$ cat src/rtl/sched_pkg.sv
package sched_pkg;
    localparam int SCHED_MAX_CTX   = 128;
    localparam int SCHED_DEF_GAP   = 16;
    localparam int SCHED_DEF_TAG_W = 3;
endpackage

$ cat src/rtl/sched_ctx_tracker.sv
module sched_ctx_tracker #(
    parameter int GAP   = sched_pkg::SCHED_DEF_GAP,
    parameter int TAG_W = sched_pkg::SCHED_DEF_TAG_W
) (
    input  logic             clk,
    input  logic             rst_n,
    input  logic             en,
    input  logic             is_mem,
    input  logic [TAG_W-1:0] tag,
    input  logic             grant,
    input  logic             cpl_hit,
    output logic             ready
);
    localparam int CW = (GAP > 2) ? $clog2(GAP) : 1;

    typedef struct packed {
        logic [CW-1:0]    cnt;
        logic             pend;
        logic [TAG_W-1:0] ahead;
    } trk_t;

    trk_t st_d, st_q;

    always_comb begin
        st_d = st_q;
        if (st_q.cnt != '0) st_d.cnt = st_q.cnt - 1'b1;
        if (cpl_hit) st_d.pend = 1'b0;
        if (grant) begin
            st_d.cnt = CW'(GAP - 1);
            if (is_mem) begin
                st_d.pend  = 1'b1;
                st_d.ahead = tag;
            end else if (st_q.pend) begin
                st_d.ahead = st_q.ahead - 1'b1;
            end
        end
        if (!en) st_d = '0;
    end

    always_ff @(posedge clk) begin
        if (!rst_n) st_q <= '0;
        else        st_q <= st_d;
    end

    assign ready = en && (st_q.cnt == '0) &&
                   !(st_q.pend && (is_mem || st_q.ahead == '0));
endmodule

$ cat src/rtl/sched_rr_picker.sv
module sched_rr_picker #(
    parameter int NUM_CTX = 8,
    localparam int IW = $clog2(NUM_CTX)
) (
    input  logic [NUM_CTX-1:0] req,
    input  logic [IW-1:0]      ptr,
    output logic               found,
    output logic [IW-1:0]      sel
);
    always_comb begin
        found = 1'b0;
        sel   = '0;
        for (int k = 0; k < NUM_CTX; k++) begin
            int idx;
            idx = int'(ptr) + k;
            if (idx >= NUM_CTX) idx = idx - NUM_CTX;
            if (!found && req[idx]) begin
                found = 1'b1;
                sel   = IW'(idx);
            end
        end
    end
endmodule

$ cat src/rtl/mt_issue_sched.sv
module mt_issue_sched #(
    parameter int NUM_CTX = 8,
    parameter int GAP     = sched_pkg::SCHED_DEF_GAP,
    parameter int TAG_W   = sched_pkg::SCHED_DEF_TAG_W,
    localparam int IW = $clog2(NUM_CTX)
) (
    input  logic                     clk,
    input  logic                     rst_n,
    input  logic [NUM_CTX-1:0]       ctx_valid,
    input  logic [NUM_CTX-1:0]       ctx_is_mem,
    input  logic [NUM_CTX*TAG_W-1:0] ctx_tag,
    input  logic                     cpl_valid,
    input  logic [IW-1:0]            cpl_id,
    output logic                     issue_valid,
    output logic [IW-1:0]            issue_id
);
    typedef struct packed {
        logic [IW-1:0] ptr;
        logic          ovld;
        logic [IW-1:0] oid;
    } top_t;

    top_t top_d, top_q;

    logic [NUM_CTX-1:0] ready;
    logic               found;
    logic [IW-1:0]      sel;

    for (genvar g = 0; g < NUM_CTX; g++) begin : g_ctx
        sched_ctx_tracker #(.GAP(GAP), .TAG_W(TAG_W)) u_trk (
            .clk     (clk),
            .rst_n   (rst_n),
            .en      (ctx_valid[g]),
            .is_mem  (ctx_is_mem[g]),
            .tag     (ctx_tag[g*TAG_W +: TAG_W]),
            .grant   (found && (sel == IW'(g))),
            .cpl_hit (cpl_valid && (cpl_id == IW'(g))),
            .ready   (ready[g])
        );
    end

    sched_rr_picker #(.NUM_CTX(NUM_CTX)) u_pick (
        .req   (ready),
        .ptr   (top_q.ptr),
        .found (found),
        .sel   (sel)
    );

    always_comb begin
        top_d      = top_q;
        top_d.ovld = found;
        top_d.oid  = sel;
        if (found) begin
            if (sel == IW'(NUM_CTX - 1)) top_d.ptr = '0;
            else                         top_d.ptr = sel + 1'b1;
        end
    end

    always_ff @(posedge clk) begin
        if (!rst_n) top_q <= '0;
        else        top_q <= top_d;
    end

    assign issue_valid = top_q.ovld;
    assign issue_id    = top_q.oid;
endmodule

$ cat config.mk
export PLATFORM = sky130hd
export DESIGN_NAME = mt_issue_sched
export DESIGN_NICKNAME = d
export VERILOG_FILES = /design/src/rtl/sched_pkg.sv /design/src/rtl/sched_ctx_tracker.sv /design/src/rtl/sched_rr_picker.sv /design/src/rtl/mt_issue_sched.sv
export SDC_FILE = /design/constraint.sdc
export NUM_CORES = 1
export LEC_CHECK = 0
export ABC_AREA = 1
export BUFFER_PORTS_ARGS = -buffer_cell sky130_fd_sc_hd__buf_2
export CORE_ASPECT_RATIO = 0.9
export CORE_MARGIN = 2
export CORE_UTILIZATION = 45
export CTS_BUF_LIST = sky130_fd_sc_hd__clkbuf_4 sky130_fd_sc_hd__clkbuf_8
export DETAILED_ROUTE_END_ITERATION = 8
export SETUP_SLACK_MARGIN = 0.5
export SLEW_MARGIN = 25
export SYNTH_ARGS = -nofsm -noshare
export SYNTH_HDL_FRONTEND = slang
export SYNTH_SLANG_ARGS = --single-unit
$ cat constraint.sdc
create_clock -name clk -period 4.3 [get_ports clk]
set_clock_uncertainty 0.1 [all_clocks]
set_input_delay 0.215 -clock clk [delete_from_list [all_inputs] [get_ports clk]]
set_output_delay 0.215 -clock clk [all_outputs]
set_load 0.01 [all_outputs]
== After elaboration in Yosys (flattened, before gate mapping) ==
Cells that the tools add are included.
Word-level totals
  word-level logic and storage cells: 314
  input bits: 46
  output and inout bits: 4
  register bits: 71
Operators by class
  equality and inequality tests: 14
  reductions and logical operators: 128
  add/sub/neg operators: 32
  order comparisons: 16
  multiplexer cells: 97
Operators by type and width (number)
  32-bit by 5-bit < comparator with 1-bit output, second input constant: 8
  32-bit 2-to-1 mux: 8
  32-bit by 5-bit greater-or-equal comparator with 1-bit output, second input constant: 7
  32-bit by 5-bit subtractor with 32-bit output, second input constant: 7
  3-bit 2-to-1 mux: 25
  8-bit 2-to-1 mux: 8
  1-bit logical AND: 47
  1-bit 2-to-1 mux: 40
  4-bit zero test: 8
  4-bit 2-to-1 mux: 8
  2-bit AND reduction: 16
  2-bit nonzero test: 16
  4-bit nonzero test: 8
  4-bit by 1-bit subtractor with 4-bit output, second input constant: 8
  3-bit zero test: 10
  1-bit binary-select mux with 3-bit select: 8
  3-bit == test, second input constant: 8
  3-bit by 1-bit subtractor with 3-bit output, second input constant: 8
  3-bit by 3-bit adder with 4-bit output, second input constant: 4
  1-bit zero test: 15
  3-bit by 2-bit == test with 1-bit output, second input constant: 4
  3-bit by 2-bit adder with 4-bit output, second input constant: 2
  1-bit logical OR: 8
  3-bit by 1-bit == test with 1-bit output, second input constant: 2
  4 further kinds: 4

== Logic depth before layout (Yosys ltp) ==
  depth after elaboration: 33
  gate-level depth with buffers: 27
  depth with buffers taken out: 27

== By module ==
Synthesis repeated with hierarchy kept, for this count alone.
Unflattened totals
  cell total of the unflattened synthesis: 787
  area total of the unflattened synthesis: 5003.5 µm²
Modules (own cells, without submodules)
  sched_ctx_tracker: area an instance 478.0 µm², seq. area each 160.2 µm², times used 8, cells each 72
  sched_rr_picker: area an instance 701.9 µm², seq. area each 0.0 µm², times used 1, cells each 136
  mt_issue_sched: area an instance 478.0 µm², seq. area each 140.1 µm², times used 1, cells each 75

== Worst setup path before layout ==
Ideal clock, no wire load.
  kind: reg-to-reg
  from: reg top_q[5] (netlist name)
  to: reg g_ctx[7].u_trk.st_q[0] (netlist name)
  setup slack: 924 ps
  required time: 4077 ps
  path buffers: 2
  arrival: 3153 ps
  period minus slack after synthesis: 3376 ps
  cell stages (with the launch flop): 24
  library setup time: 123 ps
  path through: dfxtp_1 > buf_2 > inv_2 > ha_1 > buf_2 > inv_1 > nand3_1 > nand3_1 > nand2_2 > nand3_4 > nor2_8 > nand4_2 > inv_1 > nand2_1 > o21ai_0 > o21ai_0 > inv_1 > ha_1 > ha_1 > inv_1 > nor2_1 > o21ai_2 > o21ai_0 > a21oi_1
Between the ends
  longest elaborated chain between the ends: 30
  elaborated cells between the ends (all ways): 88
  those cells by class: add/sub: 15; order compare: 8; eq/ne: 1; mux: 48; reduce/logical: 16
RTL lines
  start: declaration: line mt_issue_sched.sv:23  | top_t top_d, top_q;
  start signal: assignment: line mt_issue_sched.sv:61  | else top_q <= top_d;
  parallel branches: the longest is 26 deep, another holds 32-bit by 5-bit subtractor with 32-bit output
  3-bit 2-to-1 mux *: line sched_rr_picker.sv:17  | if (!found && req[idx]) begin
  net sel[1]: line mt_issue_sched.sv:27  | logic [IW-1:0] sel;
  3-bit == test *: line mt_issue_sched.sv:36  | .grant (found && (sel == IW'(g))),
  1-bit logical AND *: line mt_issue_sched.sv:36
  2-bit AND reduction (no line) *
  end signal: assignment: line sched_ctx_tracker.sv:42  | else st_q <= st_d;
  end: declaration: line sched_ctx_tracker.sv:22  | trk_t st_d, st_q;
Mark *: on every way through the listed nets, which the timed path passes. The select of a mux whose other input is x is not followed.
A chain may end at the register's enable or synchronous reset.

== Worst setup path after layout ==
  from: reg g_ctx[1].u_trk.st_q[0] (netlist name)
  to: reg g_ctx[0].u_trk.st_q[0] (netlist name)
Between the ends
  longest elaborated chain between the ends: 33
  elaborated cells between the ends (all ways): 62
  those cells by class: mux: 40; reduce/logical: 22
RTL lines
  start: declaration: line sched_ctx_tracker.sv:22
  start signal: assignment: line sched_ctx_tracker.sv:42
  3-bit zero test *: line sched_ctx_tracker.sv:46  | !(st_q.pend && (is_mem || st_q.ahead == '0));
  1-bit logical OR *: line sched_ctx_tracker.sv:46
  1-bit logical AND *: line sched_ctx_tracker.sv:46
  1-bit zero test *: line sched_ctx_tracker.sv:46
  1-bit logical AND *: line sched_ctx_tracker.sv:45  | assign ready = en && (st_q.cnt == '0) &&
  1-bit binary-select mux with 3-bit select: line sched_rr_picker.sv:17
  1-bit 2-to-1 mux (not written as such) (2 in a row): line sched_rr_picker.sv:17
  1-bit 2-to-1 mux: line sched_rr_picker.sv:17
  [... 16 more ...]
  1-bit logical AND: line sched_rr_picker.sv:17
  1-bit 2-to-1 mux: line sched_rr_picker.sv:17
  1-bit zero test: line sched_rr_picker.sv:17
  1-bit logical AND: line sched_rr_picker.sv:17
  3-bit 2-to-1 mux: line sched_rr_picker.sv:17
  3-bit zero test: line mt_issue_sched.sv:36
  1-bit logical AND *: line mt_issue_sched.sv:36
  2-bit AND reduction (no line) *
  end signal: assignment: line sched_ctx_tracker.sv:42
  end: declaration: line sched_ctx_tracker.sv:22
Mark *: on every way between the ends. The rest lies on a longest branch, timed or not. The select of a mux whose other input is x is not followed.

==> metrics.yaml <==
final_layout:
  nets: 838
  syn2layout_area_growth_pct: 12.6
  n_antenna_cell: 0
  drive_above_1_share_pct: 18.7
sta:
  finalSetupTns_ns: 0
  relSlewSlack_pct: 63.0
  max_freq_mhz: 287
  fin_ws_ns: 0.821
  period_needed_ns: 3.48
  setup_violations: 0
  tightest_slew_ns: 0.553
  drv_slew: 0
  rsz0062_at_grt: "true"
  finalCritPeriodShare_pct: 80.9
  hold_viol_final: 0
clock_tree:
  cts_tree: "yes"
  cts_buffers: 9
  hold_buffers: 0
  cts_sinks: 71
  clk_path_buf_depth: 2
  insertion_delay_ns: 0.36
  clock-root-buffer: "clkbuf_8"
  htreeDepth: 3
  clk_pin_slew_ns: 0.07
global_routing:
  grt_pass1_wl_um: 18900
  grt_pass1_vias: 4132
  grt_antenna_before_repair: 0
  grt_max_degree: 16
  grt_use_total_pct: 20.6
  grt.overflow.total: 0
setup_path:
  crit_path_start_kind: "flip-flop"
  crit_slowest_cell: "ha_1"
  path_cells: "inv_1 > ha_1 > ha_1 > o21ai_2 > nand3_2 > nand2_1 > nand3_1 > and2_1 > o21a_4 > nand4_2 > inv_1 > nand2_1 > o21ai_1 > o21ai_2 > ha_1 > inv_1 > nor2_4 > nand4_2 > nand2_1 > nand2_1 > nor2_1"
  timing.critical_path.mode_cell: "nand2_1"
  crit_fanout: 6
  crit_required_ns: 4.50
  max_stage_delay_ns: 0.35
  critPathCaptureType: "flip-flop"
  worstSetupPathType: "reg -> reg"
  crit_arrival_ns: 3.68
synth:
  synth_cell_types: 43
  synth-main-ff-cell: "dfxtp_1"
  synthArstFlopShare_pct: 0
  yosys_register_bits: 71
  yosysSeqAreaShare_pct: 29.0
  syn_area_per_cell_um2: 7.00
  synthesis.area_um2: 4900
  synth_edf_count: 0
  yosys_warnings: 0
  syn_inst: 701
  synthesis.nets: 787
floorplanning:
  core_um2: 10700
  die-area_um2: 11800
  dieWidth_um: 114
  initial_core_util_pct: 45.8
  io_pins: 50
  die-height_um: 103
  row_count: 36
routing:
  dr.pass1.iters: 4
  ant_nets: 0
  avgViaCountPerCell: 4.97
  drt_wl_total_um: 11300
  drt_iter0_drc: 230
  dr_total_vias: 4411
  drt-wirelength-per-cell_um: 12.7
  drc: 0
placement:
  dp_hpwl_um: 8920
  place.gp.congestion: 0.930
  pre_cts_ws_ns: 0.437
  portBuffers: 49
run:
  maxCapViolCount: 0
status:
  outcome: "completed"
min_path:
  hp-class: "in -> reg"
## synthesized netlist by cell type (all sizes together), types with 2 or more instances
cell / count / share of area (%)
nor2: 74 / 7.7
o211ai: 5 / 0.77
clkbuf: 2 / 0.18
nand3: 61 / 7.2
nand2: 149 / 12
nand4: 18 / 2.7
xor2: 17 / 3.0
nor3b: 2 / 0.31
inv: 113 / 8.7
xnor2: 10 / 1.8
o21a: 3 / 0.61
o21ai: 67 / 7.2
or2: 4 / 0.51
buf: 14 / 2.1
nor3: 5 / 0.51
a21oi: 41 / 4.4
ha: 40 / 10
dfxtp: 71 / 29
## stage by stage
step	instances	util, %	instance area (µm²)	hold slack, ns
after floorplan	701	-	4900	0.275
after global placement	872	48.9	5240	0.345
after detailed placement	872	48.9	5240	0.352
after CTS	886	50.5	5410	0.0325
after global routing	888	51.5	5520	0.0396
final	888	51.5	5520	0.0531
## layout by cell type, fill, tap and decap left out, types with 2 or more instances in the layout
master and instances:
nand4_1 15, o21a_1 2, nand3_2 11, nor2_4 11, nor2_2 5, nor2_1 57
dfxtp_1 71, nand4_2 3, o21ai_4 2, buf_2 49, ha_2 2, nor3_1 4
a21oi_1 40, nand2_2 8, inv_1 106, or2_2 4, o21ai_1 14, o21ai_2 7
xor2_1 17, ha_1 37, nand2_4 2, nand3_1 49, clkbuf_8 11, o211ai_1 5
xnor2_1 10, o21ai_0 44, inv_2 6, nand2_1 138, clkbuf_4 2, buf_4 7
## path summary, 6_finish.rpt
| path | startpoint | end | slack, ns | depth (start not counted) |
|---|---|---|---|---|
| max | g_ctx[1].u_trk.st_q[0] | g_ctx[0].u_trk.st_q[0] | 0.82 | 21 |
| min | ctx_is_mem[5] | g_ctx[5].u_trk.st_q[3] | 0.05 | 3 |
| max reg2reg | g_ctx[1].u_trk.st_q[0] | g_ctx[0].u_trk.st_q[0] | 0.82 | 21 |
| min reg2reg | g_ctx[3].u_trk.st_q[2] | g_ctx[3].u_trk.st_q[2] | 0.35 | 2 |
## cells by family (layout without fill, tap and decap cells)
kind of cell | count (synthesis) | after routing | share of synthesized area (%)
adder cells (fa/ha/maj) | 40 | 40 | 10.2
XOR/XNOR | 27 | 27 | 4.82
buffers and inverters | 129 | 183 | 11.0
AND/OR/NAND/NOR | 315 | 315 | 31.5
flip-flops | 71 | 71 | 29.0
AO/OA/AOI/OAI | 119 | 119 | 13.4
## worst max-delay path, delay by kind of cell (launching register included)
| kind | cells | cell delay (ns) |
|---|---|---|
| AOI/OAI and AO/OA | 4 | 0.69 |
| adders and majority gates | 3 | 0.76 |
| buffers and inverters | 3 | 0.25 |
| DFF | 1 | 0.33 |
| and+or+nand+nor | 11 | 1.30 |
## cell type report
cell class,instances,area (µm²)
multi-input cells,501,3040
well taps,133,166
inverters,113,427
flip-flops and latches,71,1420
clock buffers,13,166
repair buffers,56,298
clock inverters,1,5.00
fillers,1132,5200
## timing repair
action,in CTS,in global routing
pin swaps,0,5
endpoints found under the hold margin,0,0
endpoints found under the setup margin,15,44
gates resized for setup,1,30
setup buffers,0,2
## sequential cells by signal, summed over array words and instances, names as in the netlist
register	count
g_ctx.u_trk.st_q	64
issue_id	3
top_q	3
issue_valid	1
## metal layers
metal / vias up / track usage (%) / wire length [µm]
met1: 1967 / 25.9 / 5440
li1: 2354 / - / -
met5: - / 0 / 0
met3: 8 / 6.47 / 596
met4: 0 / 4.50 / 110
met2: 82 / 34.8 / 5170
Power is not shown: default switching activity piles up to over one toggle a cycle in this logic, so the estimate is an artifact.
